--- config.mk ---
export PLATFORM = sky130hd
export DESIGN_NAME = dual_boxcar_avg
export DESIGN_NICKNAME = d
export VERILOG_FILES = /design/src/rtl/mavg_pkg.sv /design/src/rtl/mavg_history.sv /design/src/rtl/mavg_accum.sv /design/src/rtl/mavg_fill.sv /design/src/rtl/mavg_lane.sv /design/src/rtl/dual_boxcar_avg.sv
export SDC_FILE = /design/constraint.sdc
export NUM_CORES = 1
export LEC_CHECK = 0
export BUFFER_PORTS_ARGS = -buffer_cell sky130_fd_sc_hd__buf_4
export CORE_MARGIN = 4
export CORE_UTILIZATION = 60
export CTS_CLUSTER_DIAMETER = 120
export DETAILED_ROUTE_END_ITERATION = 8
export PLACE_DENSITY = 0.77
export SYNTH_ARGS = -nofsm -noshare
export SYNTH_HDL_FRONTEND = slang
export SYNTH_HIERARCHICAL = 1
export SYNTH_SLANG_ARGS = --single-unit
--- constraint.sdc ---
create_clock -name clk -period 16.1 [get_ports clk]
set_clock_uncertainty 0.05 [all_clocks]
set_input_delay 2.415 -clock clk [delete_from_list [all_inputs] [get_ports clk]]
set_output_delay 2.415 -clock clk [all_outputs]
set_load 0.02 [all_outputs]
--- src/rtl/mavg_pkg.sv ---
// Shared definitions for the dual-stream boxcar averager.
// Assumes: nothing beyond IEEE 1800-2017 packages.
package mavg_pkg;

    // How a raw sample word is interpreted by every stream.
    typedef enum logic {
        MODE_UNSIGNED = 1'b0,
        MODE_SIGNED   = 1'b1
    } sample_mode_e;

    // Number of independent streams the top instantiates.
    localparam int unsigned MAVG_STREAMS = 2;

endpackage

--- src/rtl/mavg_history.sv ---
// Delay line of past accepted samples for one stream.
// Shifts by one place per accepted sample; presents the sample that leaves
// the window on the next accept (the one accepted DEPTH accepts ago).
// Assumes: reset clears all entries to zero so fill-up reads zeros.
module mavg_history #(
    parameter int unsigned DATA_W = 12,
    parameter int unsigned DEPTH  = 32
) (
    input  logic              clk,
    input  logic              rst_n,
    input  logic              push,
    input  logic [DATA_W-1:0] din,
    output logic [DATA_W-1:0] oldest
);

    logic [DATA_W-1:0] tap_q [DEPTH];

    // Shift the delay line on each accepted sample; clear on reset.
    always_ff @(posedge clk) begin
        if (!rst_n) begin
            for (int i = 0; i < int'(DEPTH); i++) tap_q[i] <= '0;
        end else if (push) begin
            tap_q[0] <= din;
            for (int i = 1; i < int'(DEPTH); i++) tap_q[i] <= tap_q[i-1];
        end
    end

    assign oldest = tap_q[DEPTH-1];

    // the history only moves when a sample is accepted.
    a_r3_history_frozen: assert property (@(posedge clk) disable iff (!rst_n)
        !push |=> $stable(oldest));

endmodule

--- src/rtl/mavg_accum.sv ---
// Recursive running-sum for one stream: sum += extend(new) - extend(oldest).
// The average is the sum with WIN_LOG2 low bits dropped (floor division).
// Assumes: oldest is the sample that leaves the window on this accept.
module mavg_accum
    import mavg_pkg::*;
#(
    parameter int unsigned  DATA_W   = 12,
    parameter int unsigned  WIN_LOG2 = 5,
    parameter sample_mode_e MODE     = MODE_SIGNED
) (
    input  logic              clk,
    input  logic              rst_n,
    input  logic              push,
    input  logic [DATA_W-1:0] newest,
    input  logic [DATA_W-1:0] oldest,
    output logic [DATA_W-1:0] avg
);

    localparam int unsigned DIFF_W = DATA_W + 1;
    localparam int unsigned ACC_W  = DATA_W + WIN_LOG2 + 1;
    localparam longint      WIN    = longint'(1) << WIN_LOG2;
    localparam longint      LIM_HI = (MODE == MODE_SIGNED)
                                     ? WIN * ((longint'(1) << (DATA_W-1)) - 1)
                                     : WIN * ((longint'(1) << DATA_W) - 1);
    localparam longint      LIM_LO = (MODE == MODE_SIGNED)
                                     ? -(WIN * (longint'(1) << (DATA_W-1)))
                                     : longint'(0);

    logic signed [DIFF_W-1:0] new_x;
    logic signed [DIFF_W-1:0] old_x;
    logic signed [DIFF_W-1:0] diff;
    logic signed [ACC_W-1:0]  diff_w;
    logic signed [ACC_W-1:0]  acc_q;

    // Widen samples by one bit according to the build-time mode.
    generate
        if (MODE == MODE_SIGNED) begin : g_sext
            assign new_x = {newest[DATA_W-1], newest};
            assign old_x = {oldest[DATA_W-1], oldest};
        end else begin : g_zext
            assign new_x = {1'b0, newest};
            assign old_x = {1'b0, oldest};
        end
    endgenerate

    // Difference between entering and leaving sample, sign-extended to sum width.
    always_comb begin
        diff   = new_x - old_x;
        diff_w = {{(ACC_W-DIFF_W){diff[DIFF_W-1]}}, diff};
    end

    // Feedback accumulator: one add per accepted sample.
    always_ff @(posedge clk) begin
        if (!rst_n)    acc_q <= '0;
        else if (push) acc_q <= acc_q + diff_w;
    end

    assign avg = acc_q[DATA_W+WIN_LOG2-1:WIN_LOG2];

    // the running sum stays inside the range of 32 legal samples.
    a_r4_no_overflow: assert property (@(posedge clk) disable iff (!rst_n)
        (longint'(acc_q) >= LIM_LO) && (longint'(acc_q) <= LIM_HI));

    // without an accepted sample the average holds.
    a_r3_avg_holds: assert property (@(posedge clk) disable iff (!rst_n)
        !push |=> $stable(avg));

endmodule

--- src/rtl/mavg_fill.sv ---
// Fill tracker for one stream: counts accepted samples up to the window size
// and raises a one-cycle valid pulse after each accept once the window is full.
// Assumes: push is the same strobe the history and accumulator use.
module mavg_fill #(
    parameter int unsigned WIN_LOG2 = 5
) (
    input  logic clk,
    input  logic rst_n,
    input  logic push,
    output logic valid
);

    localparam int unsigned CNT_W   = WIN_LOG2 + 1;
    localparam logic [CNT_W-1:0] FULL_CNT = CNT_W'(1) << WIN_LOG2;
    localparam logic [CNT_W-1:0] LAST_CNT = FULL_CNT - CNT_W'(1);

    logic [CNT_W-1:0] cnt_q;
    logic             valid_q;

    // Saturating count of accepted samples since reset.
    always_ff @(posedge clk) begin
        if (!rst_n)                         cnt_q <= '0;
        else if (push && cnt_q != FULL_CNT) cnt_q <= cnt_q + CNT_W'(1);
    end

    // Valid pulse on the cycle after the 32nd and every later accept.
    always_ff @(posedge clk) begin
        if (!rst_n) valid_q <= 1'b0;
        else        valid_q <= push && (cnt_q >= LAST_CNT);
    end

    assign valid = valid_q;

    // valid follows an accepted sample.
    a_r6_valid_after_push: assert property (@(posedge clk) disable iff (!rst_n)
        valid_q |-> $past(push));

    // valid only once the window has filled.
    a_r6_valid_when_full: assert property (@(posedge clk) disable iff (!rst_n)
        valid_q |-> (cnt_q == FULL_CNT));

    // the fill count saturates at the window size.
    a_r6_count_bound: assert property (@(posedge clk) disable iff (!rst_n)
        cnt_q <= FULL_CNT);

endmodule

--- src/rtl/mavg_lane.sv ---
// One complete averaging stream: history, recursive accumulator, fill tracker.
// Assumes: the strobe marks exactly the cycles with a valid sample.
module mavg_lane
    import mavg_pkg::*;
#(
    parameter int unsigned  DATA_W   = 12,
    parameter int unsigned  WIN_LOG2 = 5,
    parameter sample_mode_e MODE     = MODE_SIGNED
) (
    input  logic              clk,
    input  logic              rst_n,
    input  logic              stb,
    input  logic [DATA_W-1:0] smp,
    output logic [DATA_W-1:0] avg,
    output logic              vld
);

    localparam int unsigned DEPTH = 1 << WIN_LOG2;

    logic [DATA_W-1:0] leaving;

    mavg_history #(.DATA_W(DATA_W), .DEPTH(DEPTH)) i_hist (
        .clk    (clk),
        .rst_n  (rst_n),
        .push   (stb),
        .din    (smp),
        .oldest (leaving)
    );

    mavg_accum #(.DATA_W(DATA_W), .WIN_LOG2(WIN_LOG2), .MODE(MODE)) i_acc (
        .clk    (clk),
        .rst_n  (rst_n),
        .push   (stb),
        .newest (smp),
        .oldest (leaving),
        .avg    (avg)
    );

    mavg_fill #(.WIN_LOG2(WIN_LOG2)) i_fill (
        .clk   (clk),
        .rst_n (rst_n),
        .push  (stb),
        .valid (vld)
    );

endmodule

--- src/rtl/dual_boxcar_avg.sv ---
// Two independently strobed 2**WIN_LOG2-sample boxcar averagers sharing one
// interpretation mode. Each stream keeps its own history and running sum.
// Assumes: synchronous active-low reset, one clock domain.
module dual_boxcar_avg
    import mavg_pkg::*;
#(
    parameter int unsigned  DATA_W   = 12,
    parameter int unsigned  WIN_LOG2 = 5,
    parameter sample_mode_e MODE     = MODE_SIGNED
) (
    input  logic              clk,
    input  logic              rst_n,
    input  logic              a_stb,
    input  logic [DATA_W-1:0] a_smp,
    input  logic              b_stb,
    input  logic [DATA_W-1:0] b_smp,
    output logic [DATA_W-1:0] a_avg,
    output logic              a_vld,
    output logic [DATA_W-1:0] b_avg,
    output logic              b_vld
);

    logic              stb_v [MAVG_STREAMS];
    logic [DATA_W-1:0] smp_v [MAVG_STREAMS];
    logic [DATA_W-1:0] avg_v [MAVG_STREAMS];
    logic              vld_v [MAVG_STREAMS];

    // Map the named stream ports onto the lane vectors.
    always_comb begin
        stb_v[0] = a_stb;
        smp_v[0] = a_smp;
        stb_v[1] = b_stb;
        smp_v[1] = b_smp;
    end

    assign a_avg = avg_v[0];
    assign a_vld = vld_v[0];
    assign b_avg = avg_v[1];
    assign b_vld = vld_v[1];

    generate
        for (genvar g = 0; g < int'(MAVG_STREAMS); g++) begin : g_lane
            mavg_lane #(.DATA_W(DATA_W), .WIN_LOG2(WIN_LOG2), .MODE(MODE)) i_lane (
                .clk   (clk),
                .rst_n (rst_n),
                .stb   (stb_v[g]),
                .smp   (smp_v[g]),
                .avg   (avg_v[g]),
                .vld   (vld_v[g])
            );

            // a stream's average moves only on its own strobe.
            a_r7_lane_isolated: assert property (@(posedge clk) disable iff (!rst_n)
                !stb_v[g] |=> $stable(avg_v[g]));
        end
    endgenerate

endmodule

* Yosys cells after proc, flatten, opt, wreduce, memory -nomap -nowiden
Memory sizes are Yosys's and may differ from the RTL's. Cells that the tools add are included.
Word-level totals: memories kept 2, word-level logic and storage cells 157, output and inout bits 26, memory bits (writable) 768, input port bits 28, bits in registers 50
Operators by class: multiplexer cells 71, reductions and logical operators 4, eq/ne operators 2, $add $sub $neg 6, magnitude comparators 2, bitwise operators 64
Memories:
- g_lane[0].i_lane.i_hist.tap_q | depth 32, bits a word 12, rd ports 32, clocked after memory_dff 0, write ports 32, line mavg_history.sv:16 | logic [DATA_W-1:0] tap_q [DEPTH];
- g_lane[1].i_lane.i_hist.tap_q | depth 32, bits a word 12, rd ports 32, clocked after memory_dff 0, write ports 32, line mavg_history.sv:16
Operators with widths (count):
- $mux 12 | 64
- $or 1x1->1 | 64
- $add 18x13->18 | 2
- $sub 12x12->13 | 2
- $add 6x1->6 const B | 2
- $ge 6x5->1 const B | 2
- $ne 6x6->1 const B | 2
- $mux 1 | 7
- $logic_and 1x1->1 | 4

* Longest topological paths before layout
depth after elaboration 4, depth in mapped cells 11, gate-level depth less buffers 11

* Modules after synthesis
The synthesis kept the hierarchy.
By module, submodules not included:
- mavg_history | cells an instance 847, area an instance 14356.3 µm², instances 2
- mavg_accum at g_lane[0].i_lane.i_acc | cells an instance 266, area an instance 2113.3 µm², instances 1
- mavg_accum at g_lane[1].i_lane.i_acc | cells an instance 264, area an instance 2069.5 µm², instances 1
- mavg_fill | cells an instance 44, area an instance 387.9 µm², instances 2

* Worst setup path before layout
Ideal clock, no wire load.
path type in2reg, start point input port a_stb, end point memory g_lane[0].i_lane.i_hist.tap_q[0][0], enable pin, setup time 0.818 ns, setup slack 3.292 ns, data required time 15.232 ns, cell stages on the path 3, path buffers 2, data arrival time 11.940 ns, cell sequence buf_4 > clkbuf_2 > nand2b_1
RTL lines:
- start, declared | line dual_boxcar_avg.sv:13 | input logic a_stb,
- end, declared | line mavg_history.sv:16

==> summary.txt <==
Synth
  – Sequential area share after synthesis: 71.35%
  – Syn Std Cell Area: 0.03367 mm^2
  – Synthesized Nets: ~2400
  – Synth cell types: 67
  – FF+latch count, synth: 816
  – Synth warn: 6
  – Asr flop ratio synth: 0%
  – Cells after synthesis: around 2300
  – Simple-gate share of the synthesized area: 16.79%
  – Main combinational cell family by area after synthesis: simple AND/OR/NAND/NOR gates
  – Compound-cell area share of the yosys netlist: 2.586%
  – Mux contribution to synthesized area: less than 1%
  – Prevailing post-synth register cell: edfxtp_1
  – Synth Area in Adders: under 10%
  – Post-Synth XOR/XNOR Area: 0.5462%
  – Avg Cell Area, Syn: about 15 um^2
  – Post-synth EDFFs: approximately 770

CTS
  – Resized cells post-CTS: 0
  – H-tree depth: 3
  – Hold buffers post-CTS: 0
  – Clock insertion delay at the later pin of the skew report: approximately 0.61 ns
  – Post-CTS Setup Bufs: 0
  – Max clock buf depth: 3
  – Root buffer cell: clkbuf_16
  – Total CTS buffers: just over 80
  – Clock transition at path regs: 0.06 ns
  – Clock tree from TritonCTS: built
  – Clock sink count: around 800

Floorplan
  – Core area: around 0.055 mm^2
  – Initial Utilization: between 60% and 70%
  – I/O Pins: 54
  – Die area: about 0.060 mm^2
  – Die height: between 200 and 250 um
  – Rows: 86
  – Die Width: roughly 240 um

Global routing
  – Largest net degree at the start of global routing: around 360
  – Total gr overflow: 0
  – Vias in the first global route: 16751
  – Gr usage total: around 18%
  – Initial antenna violation count: 0
  – First-pass GRT wire length: between 80 and 90 mm

Placement
  – Port bufs: between 50 and 60
  – Post-DP HPWL: approximately 27 mm
  – # placed instances: between 2000 and 3000
  – Gpl congestion: between 0.8 and 0.9

Hold path
  – Hold Path Class: register to register

Critical path
  – Worst-path cell chain: buf_6, nand2b_4, buf_4, buf_4, buf_4
  – Cell mode on critical path: buf_4
  – CP endpoint kind: register
  – Crit-path leading delay family: buffers and inverters
  – CP Max Fanout: about 120
  – WP buf/inv: 4
  – Biggest cell delay along the critical path: roughly 0.9 ns
  – WP data required: about 16 ns
  – CP Class: input pin to register
  – CP startpoint kind: input pin
  – CP max stage cell: buf_4
  – WP data arrival: around 6.5 ns

Power and ir drop
  – PwrDens: about 140 mW/mm^2
  – Leakage power: roughly 16 nW
  – VDD IR max: 101.0 uV

Layout
  – Most frequent cells in the layout: 768 x edfxtp_1, 435 x and3_1, 338 x and2_1
  – Final cell count without fillers: between 3000 and 4000
  – Reg area: 0.02402 mm^2
  – Area Overhead vs Synth: 8.495%
  – Fin nets: between 2000 and 2500
  – Layout cells sized above 1: around 8.2%
  – Most common cell after layout, fill and taps aside: edfxtp_1
  – # diodes: 0
  – Filler Cells Inserted: roughly 3800
  – Area of the multi-input gates: ~0.008 mm^2

Route
  – Antenna viol nets, final: 0
  – DRC Markers: 0
  – Via count: approximately 17000
  – Detailed-router iteration count before antenna repair: 7
  – Routed wire length per instance: approximately 17 um
  – Initial DRC Count: ~1700
  – Drt via density: ~5.6
  – Final wirelength: approximately 52 mm

Timing
  – Post-route setup TNS: 0 ns
  – Worst-Margin Slew: around 1.2 ns
  – Final worst-path cycle share: between 30% and 40%
  – Rel. slew slack: between 20% and 30%
  – Hold Violations, Final: 0
  – Endpoints failing setup: 0
  – Fmax: between 150 and 200 MHz
  – Min Tclk post-route: roughly 6.3 ns
  – RSZ-0062 raised after global routing: false
  – Pins Over Slew Limit: 0

Outcome
  – Status: completed

Run
  – # Max-Cap Violations: 0
==> through the flow <==
step | setup WS, ns | hold WS (ns) | util [%] | area, um^2 | power (W)
4_1_cts | 9.687 | 0.4507 | 66.05 | 36530 | 0.005123
3_5_place_dp | 9.025 | 0.4376 | 61.56 | 34050 | 0.003331
5_1_grt | 9.314 | 0.4755 | 66.05 | 36530 | 0.005322
6_report | 9.756 | 0.4452 | 66.05 | 36530 | 0.005075
3_3_place_gp | 9.210 | 0.4065 | 61.56 | 34050 | 0.003301
2_1_floorplan | 3.292 | 0.3930 | - | 33670 | 0.003214
==> flip-flops by register name (all words and copies together) (netlist names) <==
register and cells:
g_lane.i_lane/i_acc/acc_q 34, g_lane.i_lane/i_fill/cnt_q 12, g_lane.i_lane/i_hist/tap_q 768, g_lane.i_lane/i_fill/valid 2
==> layout make-up <==
type / instances / area share (%)
sequential: 816 / 65.76
timing repair buffer: 66 / 1.456
inverter: 137 / 1.408
multi-input combinational: 1160 / 22.01
tap: 748 / 2.562
clock inverter: 26 / 0.7227
clock buffer: 122 / 6.079
==> cell families (layout without fill, tap and decap cells) <==
group           Yosys count  in the layout
simple gates            926            926
flops                   816            816
buf+inv                 336            351
compound gates          125            125
fa+ha+maj                72             72
xor+xnor                 21             21
mux                      16             16
==> worst reg2reg max path, cell delays in order, from the launching register on <==
cell	delay, ns
edfxtp_1	0.44
fa_1	0.56
inv_1	0.07
fa_1	0.48
a211oi_1	0.42
o21bai_1	0.13
a21oi_1	0.28
o22ai_1	0.13
mux2i_1	0.14
a311o_1	0.32
==> power by group <==
| group | switching, W | total [W] | internal [W] |
|---|---|---|---|
| Clock | 0.000751 | 0.00177 | 0.00102 |
| Sequential | 0.0000673 | 0.00257 | 0.00250 |
| Combinational | 0.000446 | 0.000734 | 0.000288 |
| Total | 0.00126 | 0.00507 | 0.00381 |
==> synthesized netlist by cell type (all sizes together), types with 2 or more instances <==
| cell type | n | share of area, % |
|---|---|---|
| mux2 | 4 | 0.17 |
| o21bai | 4 | 0.10 |
| or3 | 7 | 0.13 |
| nand4 | 26 | 0.52 |
| mux2i | 12 | 0.36 |
| a31oi | 8 | 0.15 |
| nand2b | 6 | 0.11 |
| a211oi | 7 | 0.17 |
| o211ai | 12 | 0.28 |
| o32a | 2 | 0.059 |
| o31ai | 2 | 0.045 |
| and3b | 2 | 0.052 |
| nor3b | 3 | 0.097 |
| ha | 40 | 1.5 |
| or4 | 2 | 0.045 |
| o22ai | 3 | 0.056 |
| a21oi | 28 | 0.43 |
| fa | 32 | 1.9 |
| o311ai | 3 | 0.078 |
| and2 | 338 | 6.3 |
| xnor2 | 13 | 0.34 |
| buf | 122 | 2.3 |
| nand3 | 20 | 0.30 |
| a21o | 10 | 0.22 |
| o21ai | 26 | 0.42 |
| nor4 | 3 | 0.056 |
| and3 | 435 | 8.1 |
| xor2 | 8 | 0.21 |
| dfxtp | 48 | 2.9 |
| nor2 | 34 | 0.38 |
| nor3 | 4 | 0.059 |
| nand2 | 30 | 0.33 |
| a41oi | 5 | 0.13 |
| clkbuf | 77 | 1.0 |
| inv | 136 | 1.5 |
| nand4b | 4 | 0.10 |
| edfxtp | 768 | 68 |
| nor2b | 9 | 0.17 |
| a2111oi | 4 | 0.10 |
| a221oi | 2 | 0.071 |
| and4 | 2 | 0.056 |
| a31o | 2 | 0.052 |
==> path summary, 6_finish.rpt <==
kind / from / to / slack (ns) / cells after the start
worst min register to register: g_lane[0].i_lane/i_acc/acc_q[0] / g_lane[0].i_lane/i_acc/acc_q[0] / 0.45 / 2
worst min-delay path: g_lane[0].i_lane/i_acc/acc_q[0] / g_lane[0].i_lane/i_acc/acc_q[0] / 0.45 / 2
worst max register to register: g_lane[1].i_lane/i_hist/tap_q[0][373] / g_lane[1].i_lane/i_acc/acc_q[10] / 12.97 / 9
worst max-delay path: a_stb / g_lane[0].i_lane/i_hist/tap_q[0][362] / 9.76 / 5
==> layer usage <==
layer | global-route usage [%] | up-vias | wire length, um | part of all wire (%)
met5 | 0 | - | 0 | 0
met4 | 5.320 | 0 | 905 | 1.7
met3 | 3.037 | 73 | 2514 | 4.8
met2 | 25.03 | 321 | 23010 | 44
met1 | 27.90 | 8510 | 25910 | 50
li1 | - | 8187 | - | -
No activity file was read; power rests on OpenSTA's default activity.
